## src/rtl/line_buf_pkg.sv

```systemverilog
package line_buf_pkg;
  localparam int PIX_W       = 8;
  localparam int GRP_PIX     = 2;
  localparam int GRP_PER_ROW = 4;
  localparam int DEPTH       = 4;   // power of two
  localparam int NUM_KLB     = 2;
  localparam int NUM_CONS    = 2;
  localparam int RD_PIX      = 3;

  localparam int ROW_PIX = GRP_PIX * GRP_PER_ROW;
  localparam int NUM_LB  = NUM_KLB + 1;
  localparam int DMA_IDX = NUM_KLB;
  localparam int SEL_W   = $clog2(NUM_LB);
  localparam int SLOT_W  = $clog2(DEPTH);
  localparam int PTR_W   = SLOT_W + 1;
  localparam int ROWS_W  = $clog2(DEPTH + 1);
  localparam int GRP_W   = $clog2(GRP_PER_ROW);
  localparam int COL_W   = $clog2(ROW_PIX);
  localparam int GRPD_W  = GRP_PIX * PIX_W;

  typedef struct packed {
    logic                               kWrEn;
    logic [SEL_W-1:0]                   kWrBuf;
    logic [SLOT_W-1:0]                  kWrSlot;
    logic [GRP_W-1:0]                   kWrGrp;
    logic                               dWrEn;
    logic [SLOT_W-1:0]                  dWrSlot;
    logic [GRP_W-1:0]                   dWrGrp;
    logic [NUM_CONS-1:0]                rdEn;
    logic [NUM_CONS-1:0][SEL_W-1:0]     rdBuf;
    logic [NUM_CONS-1:0][SLOT_W-1:0]    rdSlot;
    logic [NUM_CONS-1:0][ROWS_W-1:0]    rdRows;
    logic [NUM_CONS-1:0][COL_W-1:0]     rdCol;
  } lbStrobe_t;
endpackage

```

## src/rtl/line_buf_ctrl.sv

```systemverilog
module line_buf_ctrl
  import line_buf_pkg::*;
(
  input  logic                            clk,
  input  logic                            rstN,
  input  logic [NUM_LB-1:0][NUM_CONS-1:0] consMask,
  input  logic                            kWrValid,
  input  logic [SEL_W-1:0]                kWrSel,
  output logic                            kWrReady,
  input  logic                            dWrValid,
  output logic                            dWrReady,
  input  logic [NUM_CONS-1:0]             rdReq,
  input  logic [NUM_CONS-1:0][SEL_W-1:0]  rdSel,
  input  logic [NUM_CONS-1:0][ROWS_W-1:0] rdRows,
  input  logic [NUM_CONS-1:0][COL_W-1:0]  rdCol,
  input  logic [NUM_CONS-1:0]             rdAdv,
  output logic [NUM_CONS-1:0]             rdAck,
  output lbStrobe_t                       strobe
);
  logic [PTR_W-1:0] wrPtr    [NUM_LB];
  logic [PTR_W-1:0] wrPtrNxt [NUM_LB];
  logic [GRP_W-1:0] wrGrp    [NUM_LB];
  logic [PTR_W-1:0] rdPtr    [NUM_LB][NUM_CONS];
  logic [PTR_W-1:0] occ      [NUM_LB][NUM_CONS];
  logic             grantMat [NUM_LB][NUM_CONS];
  logic             full     [NUM_LB];
  logic             wrAcc    [NUM_LB];
  logic             rowDone  [NUM_LB];
  logic [NUM_CONS-1:0] rdGo;

  for (genvar b = 0; b < NUM_LB; b++) begin : g_lb
    for (genvar c = 0; c < NUM_CONS; c++) begin : g_cons
      assign occ[b][c] = wrPtr[b] - rdPtr[b][c];
      assign grantMat[b][c] = rdReq[c] && (rdSel[c] == SEL_W'(b)) && consMask[b][c]
                              && (rdRows[c] != '0)
                              && (32'(rdRows[c]) <= 32'(occ[b][c]));

      always_ff @(posedge clk) begin
        if (!rstN)                            rdPtr[b][c] <= '0;
        else if (!consMask[b][c])             rdPtr[b][c] <= wrPtrNxt[b];
        else if (grantMat[b][c] && rdAdv[c])  rdPtr[b][c] <= rdPtr[b][c] + PTR_W'(1);
      end


      occ_bound_chk: assert property (@(posedge clk) disable iff (!rstN)
        consMask[b][c] |-> (occ[b][c] <= PTR_W'(DEPTH)));

      ptr_hold_chk: assert property (@(posedge clk) disable iff (!rstN)
        (consMask[b][c] && !(grantMat[b][c] && rdAdv[c])) |=> $stable(rdPtr[b][c]));
    end

    always_comb begin
      full[b] = 1'b0;
      for (int c = 0; c < NUM_CONS; c++)
        if (consMask[b][c] && (occ[b][c] == PTR_W'(DEPTH))) full[b] = 1'b1;
    end

    if (b == DMA_IDX) begin : g_dma
      assign wrAcc[b] = dWrValid && !full[b];
    end else begin : g_krn
      assign wrAcc[b] = kWrValid && (kWrSel == SEL_W'(b)) && !full[b];
    end

    assign rowDone[b]  = wrAcc[b] && (wrGrp[b] == GRP_W'(GRP_PER_ROW - 1));
    assign wrPtrNxt[b] = wrPtr[b] + PTR_W'(rowDone[b]);

    always_ff @(posedge clk) begin
      if (!rstN) begin
        wrGrp[b] <= '0;
        wrPtr[b] <= '0;
      end else begin
        if (wrAcc[b]) wrGrp[b] <= rowDone[b] ? '0 : wrGrp[b] + GRP_W'(1);
        wrPtr[b] <= wrPtrNxt[b];
      end
    end


    wr_row_chk: assert property (@(posedge clk) disable iff (!rstN)
      !rowDone[b] |=> $stable(wrPtr[b]));
  end

  always_comb begin
    kWrReady = 1'b0;
    for (int b = 0; b < NUM_KLB; b++)
      if (kWrSel == SEL_W'(b)) kWrReady = !full[b];
  end
  assign dWrReady = !full[DMA_IDX];

  always_comb begin
    strobe         = '0;
    strobe.kWrEn   = kWrValid && kWrReady;
    strobe.kWrBuf  = kWrSel;
    strobe.dWrEn   = wrAcc[DMA_IDX];
    strobe.dWrSlot = wrPtr[DMA_IDX][SLOT_W-1:0];
    strobe.dWrGrp  = wrGrp[DMA_IDX];
    strobe.rdBuf   = rdSel;
    strobe.rdRows  = rdRows;
    strobe.rdCol   = rdCol;
    for (int b = 0; b < NUM_KLB; b++)
      if (kWrSel == SEL_W'(b)) begin
        strobe.kWrSlot = wrPtr[b][SLOT_W-1:0];
        strobe.kWrGrp  = wrGrp[b];
      end
    for (int c = 0; c < NUM_CONS; c++) begin
      rdGo[c] = 1'b0;
      for (int b = 0; b < NUM_LB; b++) begin
        rdGo[c] = rdGo[c] | grantMat[b][c];
        if (rdSel[c] == SEL_W'(b)) strobe.rdSlot[c] = rdPtr[b][c][SLOT_W-1:0];
      end
    end
    strobe.rdEn = rdGo;
  end

  always_ff @(posedge clk) begin
    if (!rstN) rdAck <= '0;
    else       rdAck <= rdGo;
  end

  for (genvar c = 0; c < NUM_CONS; c++) begin : g_ack

    ack_req_chk: assert property (@(posedge clk) disable iff (!rstN)
      rdAck[c] |-> $past(rdReq[c]));
  end
endmodule

```

## src/rtl/line_buf_dpath.sv

```systemverilog
module line_buf_dpath
  import line_buf_pkg::*;
(
  input  logic                                             clk,
  input  logic                                             rstN,
  input  lbStrobe_t                                        strobe,
  input  logic [GRPD_W-1:0]                                kWrData,
  input  logic [GRPD_W-1:0]                                dWrData,
  output logic [NUM_CONS-1:0][DEPTH-1:0][RD_PIX-1:0][PIX_W-1:0] rdData
);
  logic [PIX_W-1:0] mem [NUM_LB][DEPTH][ROW_PIX];
  logic [NUM_CONS-1:0][DEPTH-1:0][RD_PIX-1:0][PIX_W-1:0] winNxt;

  always_ff @(posedge clk) begin
    for (int p = 0; p < GRP_PIX; p++) begin
      if (strobe.kWrEn)
        mem[strobe.kWrBuf][strobe.kWrSlot][COL_W'(int'(strobe.kWrGrp) * GRP_PIX + p)]
          <= kWrData[p*PIX_W +: PIX_W];
      if (strobe.dWrEn)
        mem[DMA_IDX][strobe.dWrSlot][COL_W'(int'(strobe.dWrGrp) * GRP_PIX + p)]
          <= dWrData[p*PIX_W +: PIX_W];
    end
  end

  always_comb begin
    winNxt = '0;
    for (int c = 0; c < NUM_CONS; c++)
      for (int r = 0; r < DEPTH; r++)
        for (int k = 0; k < RD_PIX; k++)
          if (strobe.rdEn[c] && (r < int'(strobe.rdRows[c]))
              && (int'(strobe.rdCol[c]) + k < ROW_PIX))
            winNxt[c][r][k] = mem[strobe.rdBuf[c]]
                                 [SLOT_W'(int'(strobe.rdSlot[c]) + r)]
                                 [COL_W'(int'(strobe.rdCol[c]) + k)];
  end

  always_ff @(posedge clk) begin
    if (!rstN) rdData <= '0;
    else
      for (int c = 0; c < NUM_CONS; c++)
        if (strobe.rdEn[c]) rdData[c] <= winNxt[c];
  end

  for (genvar c = 0; c < NUM_CONS; c++) begin : g_rc
    for (genvar r = 0; r < DEPTH; r++) begin : g_rr

      tail_zero_chk: assert property (@(posedge clk) disable iff (!rstN)
        (strobe.rdEn[c] && (32'(strobe.rdRows[c]) <= r)) |=> (rdData[c][r] == '0));
    end
  end
endmodule

```

## src/rtl/line_buf_pool.sv

```systemverilog
module line_buf_pool
  import line_buf_pkg::*;
(
  input  logic                            clk,
  input  logic                            rstN,
  input  logic [NUM_LB-1:0][NUM_CONS-1:0] consMask,
  input  logic                            kWrValid,
  input  logic [SEL_W-1:0]                kWrSel,
  input  logic [GRPD_W-1:0]               kWrData,
  output logic                            kWrReady,
  input  logic                            dWrValid,
  input  logic [GRPD_W-1:0]               dWrData,
  output logic                            dWrReady,
  input  logic [NUM_CONS-1:0]             rdReq,
  input  logic [NUM_CONS-1:0][SEL_W-1:0]  rdSel,
  input  logic [NUM_CONS-1:0][ROWS_W-1:0] rdRows,
  input  logic [NUM_CONS-1:0][COL_W-1:0]  rdCol,
  input  logic [NUM_CONS-1:0]             rdAdv,
  output logic [NUM_CONS-1:0]             rdAck,
  output logic [NUM_CONS-1:0][DEPTH-1:0][RD_PIX-1:0][PIX_W-1:0] rdData
);
  lbStrobe_t strobe;

  line_buf_ctrl u_ctrl (
    .clk(clk), .rstN(rstN), .consMask(consMask),
    .kWrValid(kWrValid), .kWrSel(kWrSel), .kWrReady(kWrReady),
    .dWrValid(dWrValid), .dWrReady(dWrReady),
    .rdReq(rdReq), .rdSel(rdSel), .rdRows(rdRows), .rdCol(rdCol), .rdAdv(rdAdv),
    .rdAck(rdAck), .strobe(strobe)
  );

  line_buf_dpath u_dpath (
    .clk(clk), .rstN(rstN), .strobe(strobe),
    .kWrData(kWrData), .dWrData(dWrData), .rdData(rdData)
  );
endmodule

```

## config.mk

```make
export PLATFORM = sky130hd
export DESIGN_NAME = line_buf_pool
export DESIGN_NICKNAME = d
export VERILOG_FILES = /design/src/rtl/line_buf_pkg.sv /design/src/rtl/line_buf_ctrl.sv /design/src/rtl/line_buf_dpath.sv /design/src/rtl/line_buf_pool.sv
export SDC_FILE = /design/constraint.sdc
export NUM_CORES = 2
export LEC_CHECK = 0
export ABC_CLOCK_PERIOD_IN_PS = 4400
export BUFFER_PORTS_ARGS = -buffer_cell sky130_fd_sc_hd__clkbuf_2
export CORE_MARGIN = 2
export CORE_UTILIZATION = 47
export DETAILED_ROUTE_END_ITERATION = 8
export PLACE_DENSITY = 0.66
export SYNTH_ARGS = -nofsm -noshare
export SYNTH_HDL_FRONTEND = slang
export SYNTH_HIERARCHICAL = 1
export SYNTH_SLANG_ARGS = --single-unit
export TNS_END_PERCENT = 50
```

## constraint.sdc

```tcl
create_clock -name clk -period 4.4 [get_ports clk]
set_input_delay 0.88 -clock clk [delete_from_list [all_inputs] [get_ports clk]]
set_output_delay 0.88 -clock clk [all_outputs]
set_load 0.02 [all_outputs]
```

==> flow_metrics.env <==
export IMPL_grt_ovfl_total=0
export IMPL_min_path_cells=2
export IMPL_relSlewSlack_pct=9.49
export IMPL_cap_violations=0
export IMPL_max_stage_delay_ps=500
export IMPL_min_path_type="register to register"
export IMPL_dr_pass1_iters=9
export IMPL_grt_pass1_wl_um=577000
export IMPL_finalPower_mw=31.0
export IMPL_yosysTopAreaCellShare_pct=30.3
export IMPL_synth_seq_area_share_pct=35.5
export IMPL_rr_endpoint="u_dpath/rdData[56]"
export IMPL_cp_arrival_ps=4940
export IMPL_critPathTopFamily="compound AO/OA/AOI/OAI gates"
export IMPL_die_area_um2=170000
export IMPL_period_share_pct=96.0
export IMPL_fin_nets=7234
export IMPL_cts_tree="done"
export IMPL_tightest_slew_ps=1320
export IMPL_routabilityCongestion=1.22
export IMPL_antenna_found_initial=58
export IMPL_yosysWarnings=6
export IMPL_avgSynthCellArea_um2=11.9
export IMPL_routedWlPerCell_um=46.3
export IMPL_multi_input_area_um2=48000
export IMPL_cts_root_buf="clkbuf_16"
export IMPL_power_density_nw_per_um2=345
export IMPL_finalMaxSlewViolations=0
export IMPL_ys_async_sr_fraction_pct=0
export IMPL_core_um2=165000
export IMPL_status="completed"
export IMPL_cts_max_level=3
export IMPL_synth_top_cells_by_area="edfxtp_1, mux4_2, mux2_2"
export IMPL_grt_max_degree=159
export IMPL_irDropWorstVdd_uv=352
export IMPL_drt_iter0_markers=14400
export IMPL_critPathKind="register to register"
export IMPL_worst_clock_skew_ps=69.4
export IMPL_synth_area_um2=78400
export IMPL_startpoint_type="register"
export IMPL_drive_gt1_share_pct=35.7
export IMPL_path_max_fanout=7
export IMPL_ys_ff_latch=995
export IMPL_cp_cell_sequence="ha_1, inv_1, fa_1, xnor2_1, xnor2_1, ha_1, o21ai_1, o211ai_1, a311oi_2, buf_12, nand2_1, a21oi_1, nand2b_1, buf_4, a21oi_2, o21ai_0, o41ai_1"
export IMPL_post_cts_buffers=0
export IMPL_path_depth=17
export IMPL_track_usage_pct=50.4
export IMPL_portBuffers=259
export IMPL_num_fill_cells=14300
export IMPL_worstRegToRegCells=17
export IMPL_fmax_mhz=237
export IMPL_vias=71700
export IMPL_numPlacedInstances=9193
export IMPL_routed_via_density=7.60
export IMPL_setup_viol=0
export IMPL_final_common_cell="mux4_2"
export IMPL_p_leak_nw=32.9
export IMPL_drt_wl_total_um=437000
export IMPL_ys_types=89
export IMPL_path_buf_inv=3
export IMPL_clk_latency_ps=860
export IMPL_rsz0062_at_grt="no"
export IMPL_cts_sinks=995
export IMPL_hold_viol_final=0
export IMPL_hp_start="u_dpath/rdData[45]"
export IMPL_cp_required_ps=5120
export IMPL_layout_min_cycle_time_ps=4230
export IMPL_finalInstanceArea_um2=89700
export IMPL_die_w_um=412
export IMPL_post_synth_inst_count=6584
export IMPL_io_pins=260
export IMPL_tns_ps=0
export IMPL_endpoint_kind="register"
export IMPL_areaGrowthSynthToFinish_pct=14.4
export IMPL_cts_max_path_buffers=3
export IMPL_layout_common_cells="mux4_2, edfxtp_1, mux2_2, buf_4, mux2i_1"
export IMPL_r2r_start="u_ctrl/rdPtr[2][3]"
export IMPL_min_to="u_dpath/rdData[45]"
export IMPL_numCtsBuffers=115
export IMPL_yosysTopAreaCell="edfxtp_1"
export IMPL_placed_area_um2=85700
export IMPL_die_h_um=412
export IMPL_std_cell_rows=149
export IMPL_synth_edf_count=792
export IMPL_instances_no_fill=9436
export IMPL_clk_pin_slew_ps=60
export IMPL_crit_path_top_delay_cell="edfxtp_1"
export IMPL_dp_hpwl_um=345000
export IMPL_synth_ff_type="edfxtp_1"
export IMPL_detail_route_antenna_nets=0
export IMPL_drc=0
export IMPL_start_util_pct=47.4
export IMPL_first_global_vias=64800
export IMPL_register_area_um2=27800
export IMPL_r2r_slack_ps=170
==> state kept, by name (all words and copies together) (netlist names) <==
name and flops:
u_ctrl/wrGrp 6, u_ctrl/wrPtr 9, u_ctrl/rdPtr 18, u_dpath/rdData 192, u_ctrl/rdAck 2, u_dpath/mem 768
==> Yosys cell counts (all sizes together), types with 8 or more instances <==
cell,instances
a32o,15
o2bb2ai,13
and4,8
nand3,38
nand2,484
o211ai,149
a221oi,11
ha,43
and2,20
a22o,26
o41ai,9
o21a,10
a211o,10
nand2b,62
edfxtp,792
clkbuf,454
a22oi,56
o22ai,352
inv,152
or2,16
mux2i,485
and3,14
nor3,46
nor4,11
o211a,17
o221ai,68
o22a,15
nor2,498
o21ai,289
mux2,687
o32ai,38
mux4,818
a21boi,8
xnor2,12
a211oi,24
or3,11
buf,345
dfxtp,203
nor2b,13
nand4,13
o31ai,77
a21oi,47
==> cell type report <==
cell class	instances	share of cell area, %
Clock buffer	147	3.41
Antenna cell	24	0.0669
Clock inverter	72	0.941
Timing Repair Buffer	836	7.28
Multi-Input combinational cell	5017	53.5
Tap cell	2189	3.05
Sequential cell	995	31.0
Inverter	156	0.703
==> tightest hold or removal path: stages, from the launching register on <==
cell,delay [ps]
dfxtp_1,310
nand2_1,50
o31ai_1,50
==> repair_timing <==
item                       4_1_cts  5_1_grt
setup endpoints to repair        0        3
resized for setup                0        4
hold buffers                     0        0
hold endpoints to repair         0        0
==> metal layers <==
metal	vias up	track usage, %	part of all wire, %
li1	27000	-	-
met1	36100	65.6	36
met2	7154	66.5	38
met3	1359	26.7	18
met4	36	28.2	7.4
met5	-	0	0.053
==> metrics by stage <==
stage               hold WS [ps]  setup WS, ps  util (%)
finish                       458           175      54.3
global route                 419          93.2      54.2
CTS                          398          41.5      54.2
detailed placement           446          47.8      51.9
global placement             441          55.7      51.9
floorplan                    525           258         -
==> report_power, final <==
group	internal (mW)	switching [mW]
Sequential	10.6	0.535
Combinational	3.46	6.19
Clock	5.71	4.42
==> how the worst max path moves through the flow <==
stage | startpoint | to | slack [ps]
after global placement | rdSel[3] | u_dpath/rdData[120] | 60
final | u_ctrl/rdPtr[2][3] | u_dpath/rdData[56] | 170
after global routing | u_ctrl/rdPtr[2][3] | u_dpath/rdData[56] | 90
after detailed placement | rdSel[3] | u_dpath/rdData[136] | 50
after CTS | u_ctrl/rdPtr[2][3] | u_dpath/rdData[56] | 40
after floorplan | u_ctrl/rdPtr[0][3] | u_dpath/mem[2][48] | 260
==> cells by family after synthesis <==
family,Yosys count,synth area share [%]
other,1,0.00478
XOR/XNOR,21,0.313
AO/OA/AOI/OAI,1324,11.6
adder cells (fa/ha/maj),49,0.839
multiplexers,1990,39.6
buffers and inverters,955,5.36
flip-flops,995,35.5
AND/OR/NAND/NOR,1249,6.79
No activity file was read; power rests on OpenSTA's default activity.
